`src/rtl/hit_ser_pkg.sv`:
```
package hit_ser_pkg;

  typedef enum logic [2:0] {
    ST_HDR_LO,
    ST_HDR_HI,
    ST_IDLE,
    ST_FIXED,
    ST_WAVE
  } ser_state_e;

  typedef struct packed {
    logic [15:0] board;
    logic [15:0] chan;
    logic [63:0] stamp;
    logic [15:0] e_raw;
    logic [63:0] e_cal;
    logic [31:0] flags;
    logic [7:0]  wcode;
    logic [31:0] nsamp;
    logic [3:0]  fmt;
  } hit_rec_t;

  // file tag, upper 12 bits of the 16-bit header
  localparam logic [11:0] HDR_TAG = 12'hCAE;

  // fixed-part byte offsets
  localparam logic [4:0] OFF_CHAN   = 5'd2;
  localparam logic [4:0] OFF_STAMP  = 5'd4;
  localparam logic [4:0] OFF_ENERGY = 5'd12;

  function automatic logic has_wave(logic [3:0] fmt);
    return fmt[3];
  endfunction

  function automatic logic [4:0] energy_bytes(logic [3:0] fmt);
    case (fmt[2:0])
      3'd1, 3'd4: return 5'd2;
      3'd2:       return 5'd8;
      3'd3:       return 5'd10;
      default:    return 5'd0;
    endcase
  endfunction

  // bytes before the first waveform sample
  function automatic logic [4:0] fixed_len(logic [3:0] fmt);
    return OFF_ENERGY + energy_bytes(fmt) + 5'd4 + (has_wave(fmt) ? 5'd5 : 5'd0);
  endfunction

  function automatic logic [7:0] le_byte(logic [63:0] v, logic [2:0] k);
    return v[{k, 3'b000} +: 8];
  endfunction

endpackage

```
`src/rtl/hit_ser_field_mux.sv`:
```
module hit_ser_field_mux
  import hit_ser_pkg::*;
(
  input  hit_rec_t   rec,
  input  logic [4:0] idx,
  output logic [7:0] fb_data
);

  logic [4:0] e_len, off_flags, off_wcode, off_count, rel;

  always_comb begin
    e_len     = energy_bytes(rec.fmt);
    off_flags = OFF_ENERGY + e_len;
    off_wcode = off_flags + 5'd4;
    off_count = off_wcode + 5'd1;
    rel       = 5'd0;
    fb_data   = 8'h00;
    if (idx < OFF_CHAN) begin
      fb_data = le_byte({48'b0, rec.board}, idx[2:0]);
    end else if (idx < OFF_STAMP) begin
      rel     = idx - OFF_CHAN;
      fb_data = le_byte({48'b0, rec.chan}, rel[2:0]);
    end else if (idx < OFF_ENERGY) begin
      rel     = idx - OFF_STAMP;
      fb_data = le_byte(rec.stamp, rel[2:0]);
    end else if (idx < off_flags) begin
      rel = idx - OFF_ENERGY;
      case (rec.fmt[2:0])
        3'd2: fb_data = le_byte(rec.e_cal, rel[2:0]);
        3'd3: begin
          if (rel < 5'd2) fb_data = le_byte({48'b0, rec.e_raw}, rel[2:0]);
          else begin
            rel     = rel - 5'd2;
            fb_data = le_byte(rec.e_cal, rel[2:0]);
          end
        end
        default: fb_data = le_byte({48'b0, rec.e_raw}, rel[2:0]);
      endcase
    end else if (idx < off_wcode) begin
      rel     = idx - off_flags;
      fb_data = le_byte({32'b0, rec.flags}, rel[2:0]);
    end else if (idx == off_wcode) begin
      fb_data = rec.wcode;
    end else begin
      rel     = idx - off_count;
      fb_data = le_byte({32'b0, rec.nsamp}, rel[2:0]);
    end
  end

endmodule

```
`src/rtl/hit_ser_wave.sv`:
```
module hit_ser_wave #(
  parameter int CNT_W = 16
) (
  input  logic             clk,
  input  logic             rst_n,
  input  logic             start_i,
  input  logic [CNT_W-1:0] count_i,
  input  logic [15:0]      smp_data_i,
  input  logic             smp_valid_i,
  output logic             smp_ready_o,
  input  logic             take_i,
  output logic             valid_o,
  output logic [7:0]       data_o,
  output logic             last_o,
  output logic             active_o
);

  typedef enum logic [1:0] {W_OFF, W_FETCH, W_LO, W_HI} wave_phase_e;

  localparam logic [CNT_W-1:0] ONE = CNT_W'(1);

  wave_phase_e      phase;
  logic [15:0]      hold;
  logic [CNT_W-1:0] rem;

  always_ff @(posedge clk) begin
    if (!rst_n) begin
      phase <= W_OFF;
      hold  <= '0;
      rem   <= '0;
    end else begin
      case (phase)
        W_OFF: if (start_i) begin
          rem   <= count_i;
          phase <= W_FETCH;
        end
        W_FETCH: if (smp_valid_i) begin
          hold  <= smp_data_i;
          phase <= W_LO;
        end
        W_LO: if (take_i) phase <= W_HI;
        W_HI: if (take_i) begin
          if (rem == ONE) phase <= W_OFF;
          else begin
            rem   <= rem - ONE;
            phase <= W_FETCH;
          end
        end
        default: phase <= W_OFF;
      endcase
    end
  end

  assign smp_ready_o = (phase == W_FETCH);
  assign valid_o     = (phase == W_LO) || (phase == W_HI);
  assign data_o      = (phase == W_HI) ? hold[15:8] : hold[7:0];
  assign last_o      = (phase == W_HI) && (rem == ONE);
  assign active_o    = (phase != W_OFF);

  AST_FETCH_NO_BYTE: assert property (@(posedge clk) disable iff (!rst_n)
    smp_ready_o |-> !valid_o);
  AST_START_WHEN_IDLE: assert property (@(posedge clk) disable iff (!rst_n)
    start_i |-> !active_o && count_i != '0);
  AST_HIGH_AFTER_LOW: assert property (@(posedge clk) disable iff (!rst_n)
    (valid_o && take_i && !last_o && phase == W_LO) |=> valid_o);

endmodule

```
`src/rtl/hit_rec_serializer.sv`:
```
module hit_rec_serializer
  import hit_ser_pkg::*;
#(
  parameter int CNT_W = 16
) (
  input  logic             clk,
  input  logic             rst_n,
  input  logic [3:0]       fmt_code,
  input  logic             hit_valid,
  output logic             hit_ready,
  input  logic [15:0]      hit_board,
  input  logic [15:0]      hit_chan,
  input  logic [63:0]      hit_stamp,
  input  logic [15:0]      hit_e_raw,
  input  logic [63:0]      hit_e_cal,
  input  logic [31:0]      hit_flags,
  input  logic [7:0]       hit_wcode,
  input  logic [CNT_W-1:0] hit_nsamp,
  input  logic             smp_valid,
  output logic             smp_ready,
  input  logic [15:0]      smp_data,
  output logic             out_valid,
  input  logic             out_ready,
  output logic [7:0]       out_data,
  output logic             out_last
);

  ser_state_e state;
  hit_rec_t   rec;
  logic [4:0] idx;

  // named internal events
  logic       out_fire, rec_accept, fixed_end, wave_go, wave_start;
  logic       w_valid, w_last, w_active;
  logic [7:0] fixed_byte, w_byte;

  assign out_fire   = out_valid && out_ready;
  assign rec_accept = hit_valid && hit_ready;
  assign fixed_end  = (idx == fixed_len(rec.fmt) - 5'd1);
  assign wave_go    = has_wave(rec.fmt) && (rec.nsamp != 32'd0);
  assign wave_start = (state == ST_FIXED) && out_fire && fixed_end && wave_go;

  hit_ser_field_mux u_mux (
    .rec     (rec),
    .idx     (idx),
    .fb_data (fixed_byte)
  );

  hit_ser_wave #(.CNT_W(CNT_W)) u_wave (
    .clk         (clk),
    .rst_n       (rst_n),
    .start_i     (wave_start),
    .count_i     (rec.nsamp[CNT_W-1:0]),
    .smp_data_i  (smp_data),
    .smp_valid_i (smp_valid),
    .smp_ready_o (smp_ready),
    .take_i      (out_ready && state == ST_WAVE),
    .valid_o     (w_valid),
    .data_o      (w_byte),
    .last_o      (w_last),
    .active_o    (w_active)
  );

  always_ff @(posedge clk) begin
    if (!rst_n) begin
      state <= ST_HDR_LO;
      idx   <= '0;
      rec   <= '0;
    end else begin
      case (state)
        ST_HDR_LO: if (out_fire) state <= ST_HDR_HI;
        ST_HDR_HI: if (out_fire) state <= ST_IDLE;
        ST_IDLE: if (rec_accept) begin
          rec <= '{board: hit_board, chan: hit_chan, stamp: hit_stamp,
                   e_raw: hit_e_raw, e_cal: hit_e_cal, flags: hit_flags,
                   wcode: hit_wcode, nsamp: 32'(hit_nsamp), fmt: fmt_code};
          idx   <= '0;
          state <= ST_FIXED;
        end
        ST_FIXED: if (out_fire) begin
          if (fixed_end) state <= wave_go ? ST_WAVE : ST_IDLE;
          else           idx   <= idx + 5'd1;
        end
        ST_WAVE: if (out_fire && w_last) state <= ST_IDLE;
        default: state <= ST_HDR_LO;
      endcase
    end
  end

  always_comb begin
    out_valid = 1'b0;
    out_data  = 8'h00;
    out_last  = 1'b0;
    case (state)
      ST_HDR_LO: begin out_valid = 1'b1; out_data = {HDR_TAG[3:0], fmt_code}; end
      ST_HDR_HI: begin out_valid = 1'b1; out_data = HDR_TAG[11:4]; end
      ST_FIXED: begin
        out_valid = 1'b1;
        out_data  = fixed_byte;
        out_last  = fixed_end && !wave_go;
      end
      ST_WAVE: begin
        out_valid = w_valid;
        out_data  = w_byte;
        out_last  = w_last;
      end
      default: ;
    endcase
  end

  assign hit_ready = (state == ST_IDLE);

  AST_HOLD_WHILE_STALLED: assert property (@(posedge clk) disable iff (!rst_n)
    (out_valid && !out_ready) |=> out_valid && $stable(out_data) && $stable(out_last));
  AST_NO_ACCEPT_MID_RECORD: assert property (@(posedge clk) disable iff (!rst_n)
    hit_ready |-> !out_valid && !w_active);
  AST_LAST_REOPENS: assert property (@(posedge clk) disable iff (!rst_n)
    (out_fire && out_last) |=> hit_ready);
  AST_HDR_NOT_LAST: assert property (@(posedge clk) disable iff (!rst_n)
    (state == ST_HDR_LO || state == ST_HDR_HI) |-> !out_last);
  AST_IDX_IN_RANGE: assert property (@(posedge clk) disable iff (!rst_n)
    (state == ST_FIXED) |-> idx < fixed_len(rec.fmt));

endmodule

```
`config.mk`:
```
export PLATFORM = sky130hd
export DESIGN_NAME = hit_rec_serializer
export DESIGN_NICKNAME = d
export VERILOG_FILES = /design/src/rtl/hit_ser_pkg.sv /design/src/rtl/hit_ser_field_mux.sv /design/src/rtl/hit_ser_wave.sv /design/src/rtl/hit_rec_serializer.sv
export SDC_FILE = /design/constraint.sdc
export NUM_CORES = 1
export LEC_CHECK = 0
export CORE_ASPECT_RATIO = 0.6
export CORE_MARGIN = 4
export CORE_UTILIZATION = 42
export DETAILED_ROUTE_END_ITERATION = 16
export GPL_ROUTABILITY_DRIVEN = 0
export GPL_TIMING_DRIVEN = 0
export PLACE_DENSITY = 0.64
export SETUP_SLACK_MARGIN = 0.5
export SLEW_MARGIN = 20
export SYNTH_ARGS = -nofsm -noshare
export SYNTH_HDL_FRONTEND = slang
export SYNTH_HIERARCHICAL = 1
export SYNTH_SLANG_ARGS = --single-unit
```
`constraint.sdc`:
```
create_clock -name clk -period 4.5 [get_ports clk]
set_clock_uncertainty 0.05 [all_clocks]
set_input_delay 0.675 -clock clk [delete_from_list [all_inputs] [get_ports clk]]
set_output_delay 0.675 -clock clk [all_outputs]
set_load 0.1 [all_outputs]
```
# == Word-level counts from Yosys, hierarchy flattened ==
# Cells that the tools add are included.
# word_totals
word_cells,128
ff_bits,278
out_inout_bits,12
input_bits,257
# classes
shifts,8
mux,36
eq_ne,26
order_cmp,6
n_reduce_logical,25
add_sub_neg,13
# op_table
op,n
indexed part select 64 x 7 -> 8 bit,8
2-to-1 mux 8 bit,8
2-to-1 mux 16 bit,3
case mux 16 bit (2 select lines),1
case mux 8 bit (4 select lines),1
nonzero test 32 bit,1
2-to-1 mux 3 bit,8
"== test 16 x 1 -> 1 bit, second input constant",1
case mux 8 bit (2 select lines),1
"subtractor 16 x 1 -> 16 bit, second input constant",1
2-to-1 mux 5 bit,3
case mux 3 bit (5 select lines),1
"!= test 2 bit, second input constant",7
"== test 3 x 2 -> 1 bit, second input constant",4
case mux 4 bit (3 select lines),1
AND reduction 4 bit,3
== test 5 bit,2
logical AND 1 bit,10
"< comparator 5 x 2 -> 1 bit, second input constant",2
< comparator 5 bit,2
"!= test 2 x 1 -> 1 bit, second input constant",5
case mux 5 bit (2 select lines),1
2-to-1 mux 2 bit,4
case mux 2 bit (4 select lines),1
other kinds (27),35

# == Depth between registers and ports, before layout ==
# Gate-level depths: netlist (run 1).
# logic_depth
ltp_word,15
mapped_depth,15
mapped_depth_nobuf,13

# == Cells and area by module ==
# The synthesis (run 1) kept the hierarchy.
# by_module_without_submodules
module,n_inst,area_per_inst_um2,cells_per_inst
hit_rec_serializer,1,9505.4,1149
hit_ser_field_mux,1,3179.3,327
hit_ser_wave,1,1984.4,255

# == Worst setup path before layout (run 1) ==
# Ideal clock, no wire load.
# synth_timing
path_kind,register -> output
start,register idx[0]
end,output port out_data[1]
t_arrival_ns,4.955
path_slack_ns,-1.180
path_buffers,5
t_required_ns,3.775
stages_incl_launch_ff,16
cell_sequence,dfxtp_1 -> buf_6 -> buf_8 -> buf_6 -> inv_2 -> buf_2 -> fa_1 -> buf_1 -> mux4_2 -> o211ai_1 -> a21oi_1 -> a211oi_1 -> a211oi_1 -> o21ai_0 -> a21boi_0 -> o21ai_0
# synth_between
elab_chain_len,10
word_cells_on_any_way,30
# synth_lines
item,line_no,rtl
start: declaration,hit_rec_serializer.sv:30,logic [4:0] idx;
start signal: assignment,hit_rec_serializer.sv:82,else idx <= idx + 5'd1;
subtractor 5 x 4 -> 5 bit,hit_ser_field_mux.sv:27,rel = idx - OFF_ENERGY;
subtractor 3 x 2 -> 3 bit,hit_ser_field_mux.sv:33,rel = rel - 5'd2;
indexed part select 64 x 7 -> 8 bit,hit_ser_pkg.sv:50,"return v[{k, 3'b000} +: 8];"
2-to-1 mux 8 bit,hit_ser_field_mux.sv:31,"if (rel < 5'd2) fb_data = le_byte({48'b0, rec.e_raw}, rel[2:0]);"
case mux 8 bit (2 select lines),hit_ser_field_mux.sv:28,case (rec.fmt[2:0])
2-to-1 mux 8 bit,hit_ser_field_mux.sv:26,end else if (idx < off_flags) begin
2-to-1 mux 8 bit,hit_ser_field_mux.sv:23,end else if (idx < OFF_ENERGY) begin
2-to-1 mux 8 bit,hit_ser_field_mux.sv:20,end else if (idx < OFF_STAMP) begin
2-to-1 mux 8 bit *,hit_ser_field_mux.sv:18,if (idx < OFF_CHAN) begin
via fixed_byte[1],hit_rec_serializer.sv:35,"logic [7:0] fixed_byte, w_byte;"
case mux 8 bit (4 select lines) *,hit_rec_serializer.sv:94,case (state)
end: declaration,hit_rec_serializer.sv:24,"output logic [7:0] out_data,"
# The timed path passes the listed nets; every way through them passes the cells marked *.

# == Worst setup path after layout (run 1) ==
# Ends and elaborated chain as after synthesis.

==> results of run 1 <==
-- registers in the layout, indices dropped and copies added (netlist names) --
signal,count
idx,5
rec,236
state,3
u_wave/hold,16
u_wave/phase,2
u_wave/rem,16
-- synth_stat cells (15+ instances only) --
cell type / n / area [sq um]
inv_1: 19 / 71.32
mux2_2: 19 / 214.0
a21boi_0: 104 / 780.8
clkbuf_1: 52 / 195.2
nand3_1: 21 / 105.1
nor4_1: 15 / 93.84
a21oi_1: 50 / 250.2
mux4_2: 59 / 1329
nor2_1: 36 / 135.1
mux2i_1: 33 / 330.3
ha_1: 19 / 237.7
buf_2: 53 / 265.3
dfxtp_1: 278 / 5565
a21boi_1: 151 / 1134
o21ai_0: 26 / 130.1
a211oi_1: 22 / 165.2
nand2_1: 591 / 2218
-- worst max-delay path, cell delays in order (launching register included) --
cell and delay, ns:
dfxtp_4 0.36, buf_12 0.11, buf_12 0.10, buf_12 0.10, inv_8 0.03, buf_6 0.10, fa_1 0.51, buf_6 0.15
mux4_2 0.19, o211ai_1 0.10, a21oi_2 0.17, a211oi_2 0.08, a211oi_4 0.35, o21ai_1 0.12, a21boi_4 0.16, o21ai_4 0.18
buf_12 0.20
-- area by class of cell --
class                           instances  area [sq um]  area share, %
Tap cell                              459         574.3          2.938
Sequential cell                       278          5588          28.59
Inverter                               22         98.84         0.5057
Antenna cell                            1         2.502        0.01280
Clock buffer                           40         795.8          4.071
Multi-Input combinational cell       1315          8676          44.39
Buffer                                131         773.2          3.956
Timing Repair Buffer                  292          2913          14.90
Clock inverter                         10         123.9         0.6338
-- cells by family (layout without fill, tap and decap cells) --
group / after synthesis / after routing / synth area share [%]
compound gates: 427 / 427 / 20.79
xor+xnor: 6 / 6 / 0.3582
fa+ha+maj: 20 / 20 / 1.757
buf+inv: 153 / 495 / 5.212
flops: 278 / 278 / 37.94
mux: 111 / 111 / 12.77
other cells: 1 / 17 / 0.02556
simple gates: 735 / 735 / 21.14
-- worst paths after layout --
check / startpoint / endpoint / slack [ns] / depth (start not counted)
worst min register to register: rec[45]$_SDFFE_PN0P_ / rec[45]$_SDFFE_PN0P_ / 0.40 / 2
worst max-delay path: idx[0]$_SDFFE_PN0P_ / out_data[1] / 0.19 / 16
worst max register to register: rec[0]$_SDFFE_PN0P_ / u_wave/rem[3]$_SDFFE_PN0P_ / 1.22 / 13
worst min-delay path: rec[45]$_SDFFE_PN0P_ / rec[45]$_SDFFE_PN0P_ / 0.40 / 2
-- per-stage QoR --
stage          hold WS, ns  cells  power (uW)  setup TNS [ns]  util (%)
2_1_floorplan       0.3806   1746        2955               0         -
3_3_place_gp        0.3875   2472        3334          -8.305     52.89
3_5_place_dp        0.3925   2472        3343          -8.859     52.89
6_report            0.4010   2548        5714               0     57.33
4_1_cts             0.4038   2544        5724               0     57.10
5_1_grt             0.4227   2547        5896               0     57.32
-- power groups by stage --
stage                     sequential (uW)  combinational [uW]  clock, uW
final                                2570                 765       2380
after global routing                 2570                 814       2510
after global placement               2620                 713          0
after CTS                            2560                 758       2400
after floorplan                      2600                 354          0
after detailed placement             2620                 719          0
-- routing by layer --
metal	global-route usage, %	vias up
met5	0	-
met4	6.555	0
met3	9.058	103
met2	38.50	680
met1	39.07	6734
li1	-	6680
-- what timing repair did --
item                       CTS  global route
setup endpoints to repair    9             9
pin swaps                   33             6
setup buffers               22             3
gates resized for setup    145            15
==> summary.md, run 1 <==
| Metric | Value |
|---|---|
| Status | `complete, no violations` |
| Post-route cell area | `19550 sq um` |
| Placement Setup Slack | `-1.288 ns` |
| Comb power frac | `13.4%` |
| Aggregate global-route resource usage | `26.89%` |
| Startpoint Class | `register` |
| Fin crit period | `4.309 ns` |
| Clock share of power | `41.7%` |
| Wl on met1 | `24.08 mm` |
| Fmax | `0.2321 GHz` |
| Core ar. | `34090 sq um` |
| Number of global-route vias before repair | `13866` |
| Number of flops mapped to enable cells by yosys | `0` |
| Power Dens Cells | `292.4 nW/um^2` |
| Dpl hpwl | `41.44 mm` |
| H-tree depth | `1` |
| WP data required | `3.77 ns` |
| Crit Path Class | `reg -> out` |
| First-pass GRT wire length | `80.24 mm` |
| Initial DRC count | `1386` |
| YS warnings | `6` |
| Highest routing layer actually used | `met4` |
| Root buf cell | `clkbuf_16` |
| Clock Latency Late Sink | `0.56 ns` |
| CTS buffer count | `28` |
| CTS max path bufs | `3` |
| Avg Cell Area, Syn | `8.474 sq um` |
| HP Class | `reg -> reg` |
| PortBufs | `267` |
| Layout cell share with drive strength beyond 1 | `13.84%` |
| Seq pwr share | `44.9%` |
| Worst-path clk slew | `0.06 ns` |
| Max cap viols | `0` |
| Endpoint class of the critical path | `output port` |
| Static leakage | `0.006691 uW` |
| Die Y | `152.8 microns` |
| Final period util | `95.75%` |
| WP data arrival | `3.58 ns` |
| Post-route ant nets | `0` |
| Switching share of power | `25.50%` |
| Initial antenna violation count | `1` |
| CTS Hold Bufs | `0` |
| Drt first pass iters | `8` |
| Yosys cell types | `75` |
| Die width | `249.3 microns` |
| Post-Syn Instances | `1731` |
| CTS tree | `built` |
| DR DRC count | `0` |
| Final setup margin | `0.1911 ns` |
| Internal power | `4257 uW` |
| Rel. slew slack | `32.05%` |
| Seq/Total Area, Yosys | `37.94%` |
| Fill cells | `3146` |
| Worst Path Max Fanout | `8` |
| Most frequent cells in the layout | `nand2_1, dfxtp_1, clkdlybuf4s50_1, a21boi_1, a21boi_0` |
| Routed length per instance | `20.99 microns` |
| Cell Rows | `52` |
| Fin nets | `2345` |
| Ys flop type | `dfxtp_1` |
| Vias per cell | `5.572` |
| Commonest non-fill, non-tap cell in the layout | `nand2_1` |
| Area delta synth->final | `33.24%` |
| Seq cells post-synth | `278` |
| Grt ovf | `0` |
| Starting Density | `43.03%` |
| Vias post-DR | `14197` |
| Max rail drop VDD | `0.2667 mV` |
| Pins Over Slew Limit | `0` |
| Met2 wire len | `21.76 mm` |
| Largest net degree at the start of global routing | `15` |
| RSZ-0062 raised after global routing | `true` |
| Sink Count | `278` |
| Die area | `38080 sq um` |
| Placed Area | `18030 sq um` |
| Setup violators final | `0` |
| Synth async-reset ratio | `0%` |
| Routed wl met3 | `6.182 mm` |
| Ports | `269` |
| Worst-margin pin slew | `1.016 ns` |
| Hold Violations, Final | `0` |
| P_sw | `1457 uW` |
| Post-Syn Area | `14670 sq um` |
| Total Wirelength | `53.47 mm` |
(Power assumes the default switching activity.)
==> inputs of run 2 (changes only) <==
PLACE_DENSITY = 0.75   (was 0.64)
==> run 2 against run 1 <==
Compared with the run above:
- critical path depth is 1 higher
- final cell count up 0.12%
- maximum frequency rose by 0.20%
- utilization increased by 0.44 points
- combinational power up 0.8%
- wire length down 0.90%
- worst hold slack improved by 0.0039 ns
- first-iteration DRC count grew 9.9%
- largest cell class unchanged
==> summary.md, run 2 (same netlist as run 1, synthesis figures left out) <==
| Metric | Value |
|---|---|
| Finished Core Util | `57.77% (was 57.33%)` |
| Max cap viols | `0 (unchanged)` |
| Min-delay src | `rec[66]$_SDFFE_PN0P_ (was rec[45]$_SDFFE_PN0P_)` |
| Max rail drop VDD | `0.2442 mV (was 0.2667 mV)` |
| Area delta synth->final | `34.26% (was 33.24%)` |
| HP Class | `reg -> reg (unchanged)` |
| Routed length per instance | `20.77 microns (was 20.99 microns)` |
| Worst Hold Path EP | `rec[66]$_SDFFE_PN0P_ (was rec[45]$_SDFFE_PN0P_)` |
| Post-route ant nets | `0 (unchanged)` |
| Worst Path Max Fanout | `8 (unchanged)` |
| Die Y | `152.8 microns (unchanged)` |
| Die area | `38080 sq um (unchanged)` |
| DR DRC count | `0 (unchanged)` |
| Worst flop-to-flop path endpoint | `u_wave/rem[3]$_SDFFE_PN0P_ (unchanged)` |
| Hold Crit Depth | `2 (unchanged)` |
| Setup violators final | `0 (unchanged)` |
| Most frequent cells in the layout | `nand2_1, dfxtp_1, clkdlybuf4s50_1, a21boi_1, a21boi_0 (unchanged)` |
| WP data required | `3.77 ns (about the same)` |
| Total Wirelength | `52.99 mm (was 53.47 mm)` |
| Most flops, register | `rec (unchanged)` |
| Power Dens Cells | `294.6 nW/um^2 (was 292.4 nW/um^2)` |
| Final period util | `95.57% (was 95.75%)` |
| Fmax | `0.2325 GHz (was 0.2321 GHz)` |
| Vias post-DR | `14366 (was 14197)` |
| Core ar. | `34090 sq um (unchanged)` |
| Commonest non-fill, non-tap cell in the layout | `nand2_1 (unchanged)` |
| Pins Over Slew Limit | `0 (unchanged)` |
| Die width | `249.3 microns (unchanged)` |
| Worst-path clk slew | `0.06 ns (about the same)` |
| Final setup margin | `0.1995 ns (was 0.1911 ns)` |
| Largest net degree at the start of global routing | `15 (unchanged)` |
| Worst-margin pin slew | `1.004 ns (was 1.016 ns)` |
| Non-Filler Instances | `2551 (was 2548)` |
| Starting Density | `43.03% (unchanged)` |
| Dpl cells | `2472 (unchanged)` |
| Fin crit period | `4.300 ns (was 4.309 ns)` |
| CTS Hold Bufs | `0 (unchanged)` |
| Total Neg Setup Slack | `0 ns (unchanged)` |
| Cell Rows | `52 (unchanged)` |
| H-tree depth | `1 (unchanged)` |
| Cells on worst reg2reg path | `13 (unchanged)` |
| Aggregate global-route resource usage | `26.37% (was 26.89%)` |
| CTS buffer count | `28 (unchanged)` |
| Startpoint Class | `register (unchanged)` |
| CTS tree | `built (unchanged)` |
| Initial antenna violation count | `3 (was 1)` |
| Root buf cell | `clkbuf_16 (unchanged)` |
| PortBufs | `267 (unchanged)` |
| First-pass GRT wire length | `79.56 mm (was 80.24 mm)` |
| Vias per cell | `5.632 (was 5.572)` |
| Grt ovf | `0 (unchanged)` |
| Static leakage | `0.006737 uW (was 0.006691 uW)` |
| Initial DRC count | `1523 (was 1386)` |
| Ports | `269 (unchanged)` |
| RSZ-0062 raised after global routing | `true (unchanged)` |
| Fill cells | `2989 (was 3146)` |
| Drt first pass iters | `5 (was 8)` |
| Endpoint class of the critical path | `output port (unchanged)` |
| CTS max path bufs | `3 (unchanged)` |
| Rel. slew slack | `32.86% (was 32.05%)` |
| Crit Path Class | `reg -> out (unchanged)` |
| Top Registers | `rec (236), u_wave/hold (16), u_wave/rem (16) (unchanged)` |
| R2R setup slack | `1.19 ns (was 1.22 ns)` |
| Max FFs per register | `236 (unchanged)` |
| Fin nets | `2347 (was 2345)` |
| Number of global-route vias before repair | `14010 (was 13866)` |
| Sink Count | `278 (unchanged)` |
| Worst r2r src | `rec[0]$_SDFFE_PN0P_ (unchanged)` |
| Hold Violations, Final | `0 (unchanged)` |
| Placement Setup Slack | `-1.251 ns (was -1.288 ns)` |
| Dpl hpwl | `40.98 mm (was 41.44 mm)` |
| Clock Latency Late Sink | `0.57 ns (was 0.56 ns)` |
| WP data arrival | `3.58 ns (about the same)` |
| Layout cell share with drive strength beyond 1 | `14.78% (was 13.84%)` |
| Status | `complete, no violations (unchanged)` |
-- run 2: changes by cell type in the layout (fill, tap and decap cells not counted), moves of 3 or more --
cell      change
a21oi_2       +5
buf_4         +3
clkbuf_8      +3
o21ai_2       +3
clkbuf_1      -3
a21oi_1       -5
-- run 2: worst max path at each step --
stage | startpoint | end | slack [ns] | cells after the start
after global routing | idx[0]$_SDFFE_PN0P_ | out_data[6] | 0.12 | 17
after CTS | idx[0]$_SDFFE_PN0P_ | out_data[1] | 0.24 | 16
after detailed placement | idx[0]$_SDFFE_PN0P_ | out_data[1] | -1.25 | 15
after floorplan | idx[0]$_SDFFE_PN0P_ | out_data[1] | 0.49 | 15
final | idx[0]$_SDFFE_PN0P_ | out_data[7] | 0.20 | 17
after global placement | idx[0]$_SDFFE_PN0P_ | out_data[1] | -1.20 | 15
-- run 2: cell type report --
class / count / area [sq um] / share of cell area (%)
tap: 459 / 574.3 / 2.916
clock inverter: 11 / 150.1 / 0.7623
inverter: 22 / 96.34 / 0.4892
sequential: 278 / 5588 / 28.37
multi-input combinational: 1315 / 8745 / 44.40
timing repair buffer: 294 / 2947 / 14.96
antenna: 1 / 2.502 / 0.01271
clock buffer: 40 / 825.8 / 4.193
buffer: 131 / 767.0 / 3.894
-- run 2: worst max-delay path, stage by stage (launching register included) --
cell and delay (ns):
dfxtp_4 0.35, buf_12 0.13, buf_12 0.12, buf_12 0.12, inv_6 0.04, buf_6 0.09, fa_1 0.42, buf_6 0.16
buf_4 0.13, mux4_2 0.29, o211ai_1 0.12, a21oi_1 0.12, a211oi_2 0.23, nor3_2 0.11, nand2_1 0.11, a21oi_2 0.06
a21o_2 0.25, buf_12 0.17
-- run 2: per-stage QoR --
step | total power (uW) | hold WS [ns] | cell area [sq um]
after floorplan | 2955 | 0.3806 | 14790
after global placement | 3323 | 0.3880 | 18030
after detailed placement | 3335 | 0.3957 | 18030
after CTS | 5819 | 0.4048 | 19570
after global routing | 5983 | 0.4199 | 19690
final | 5802 | 0.4050 | 19700
-- run 2: layer usage --
| metal | vias to the layer above | global-route usage [%] | wire length [microns] |
|---|---|---|---|
| met5 | - | 0 | 27 |
| met2 | 750 | 39.63 | 22400 |
| li1 | 6657 | - | - |
| met3 | 104 | 7.267 | 5703 |
| met1 | 6851 | 37.77 | 23440 |
| met4 | 4 | 6.555 | 1421 |
-- run 2: report_power, final --
group,switching (uW),internal [uW]
Sequential,49.9,2520
Clock,1010,1450
Combinational,374,397
-- run 2: timing repair --
item | 4_1_cts | 5_1_grt
endpoints found under the setup margin | 9 | 9
buffers inserted | 22 | 5
endpoints found under the hold margin | 0 | 0
pin swaps | 38 | 16
resized for setup | 158 | 20
==> inputs of run 3 (changes only) <==
CTS_CLUSTER_SIZE = 28   (was default)
==> results of run 3 <==
Same layout as run 2: the final DEF is identical, and so are final timing and power.
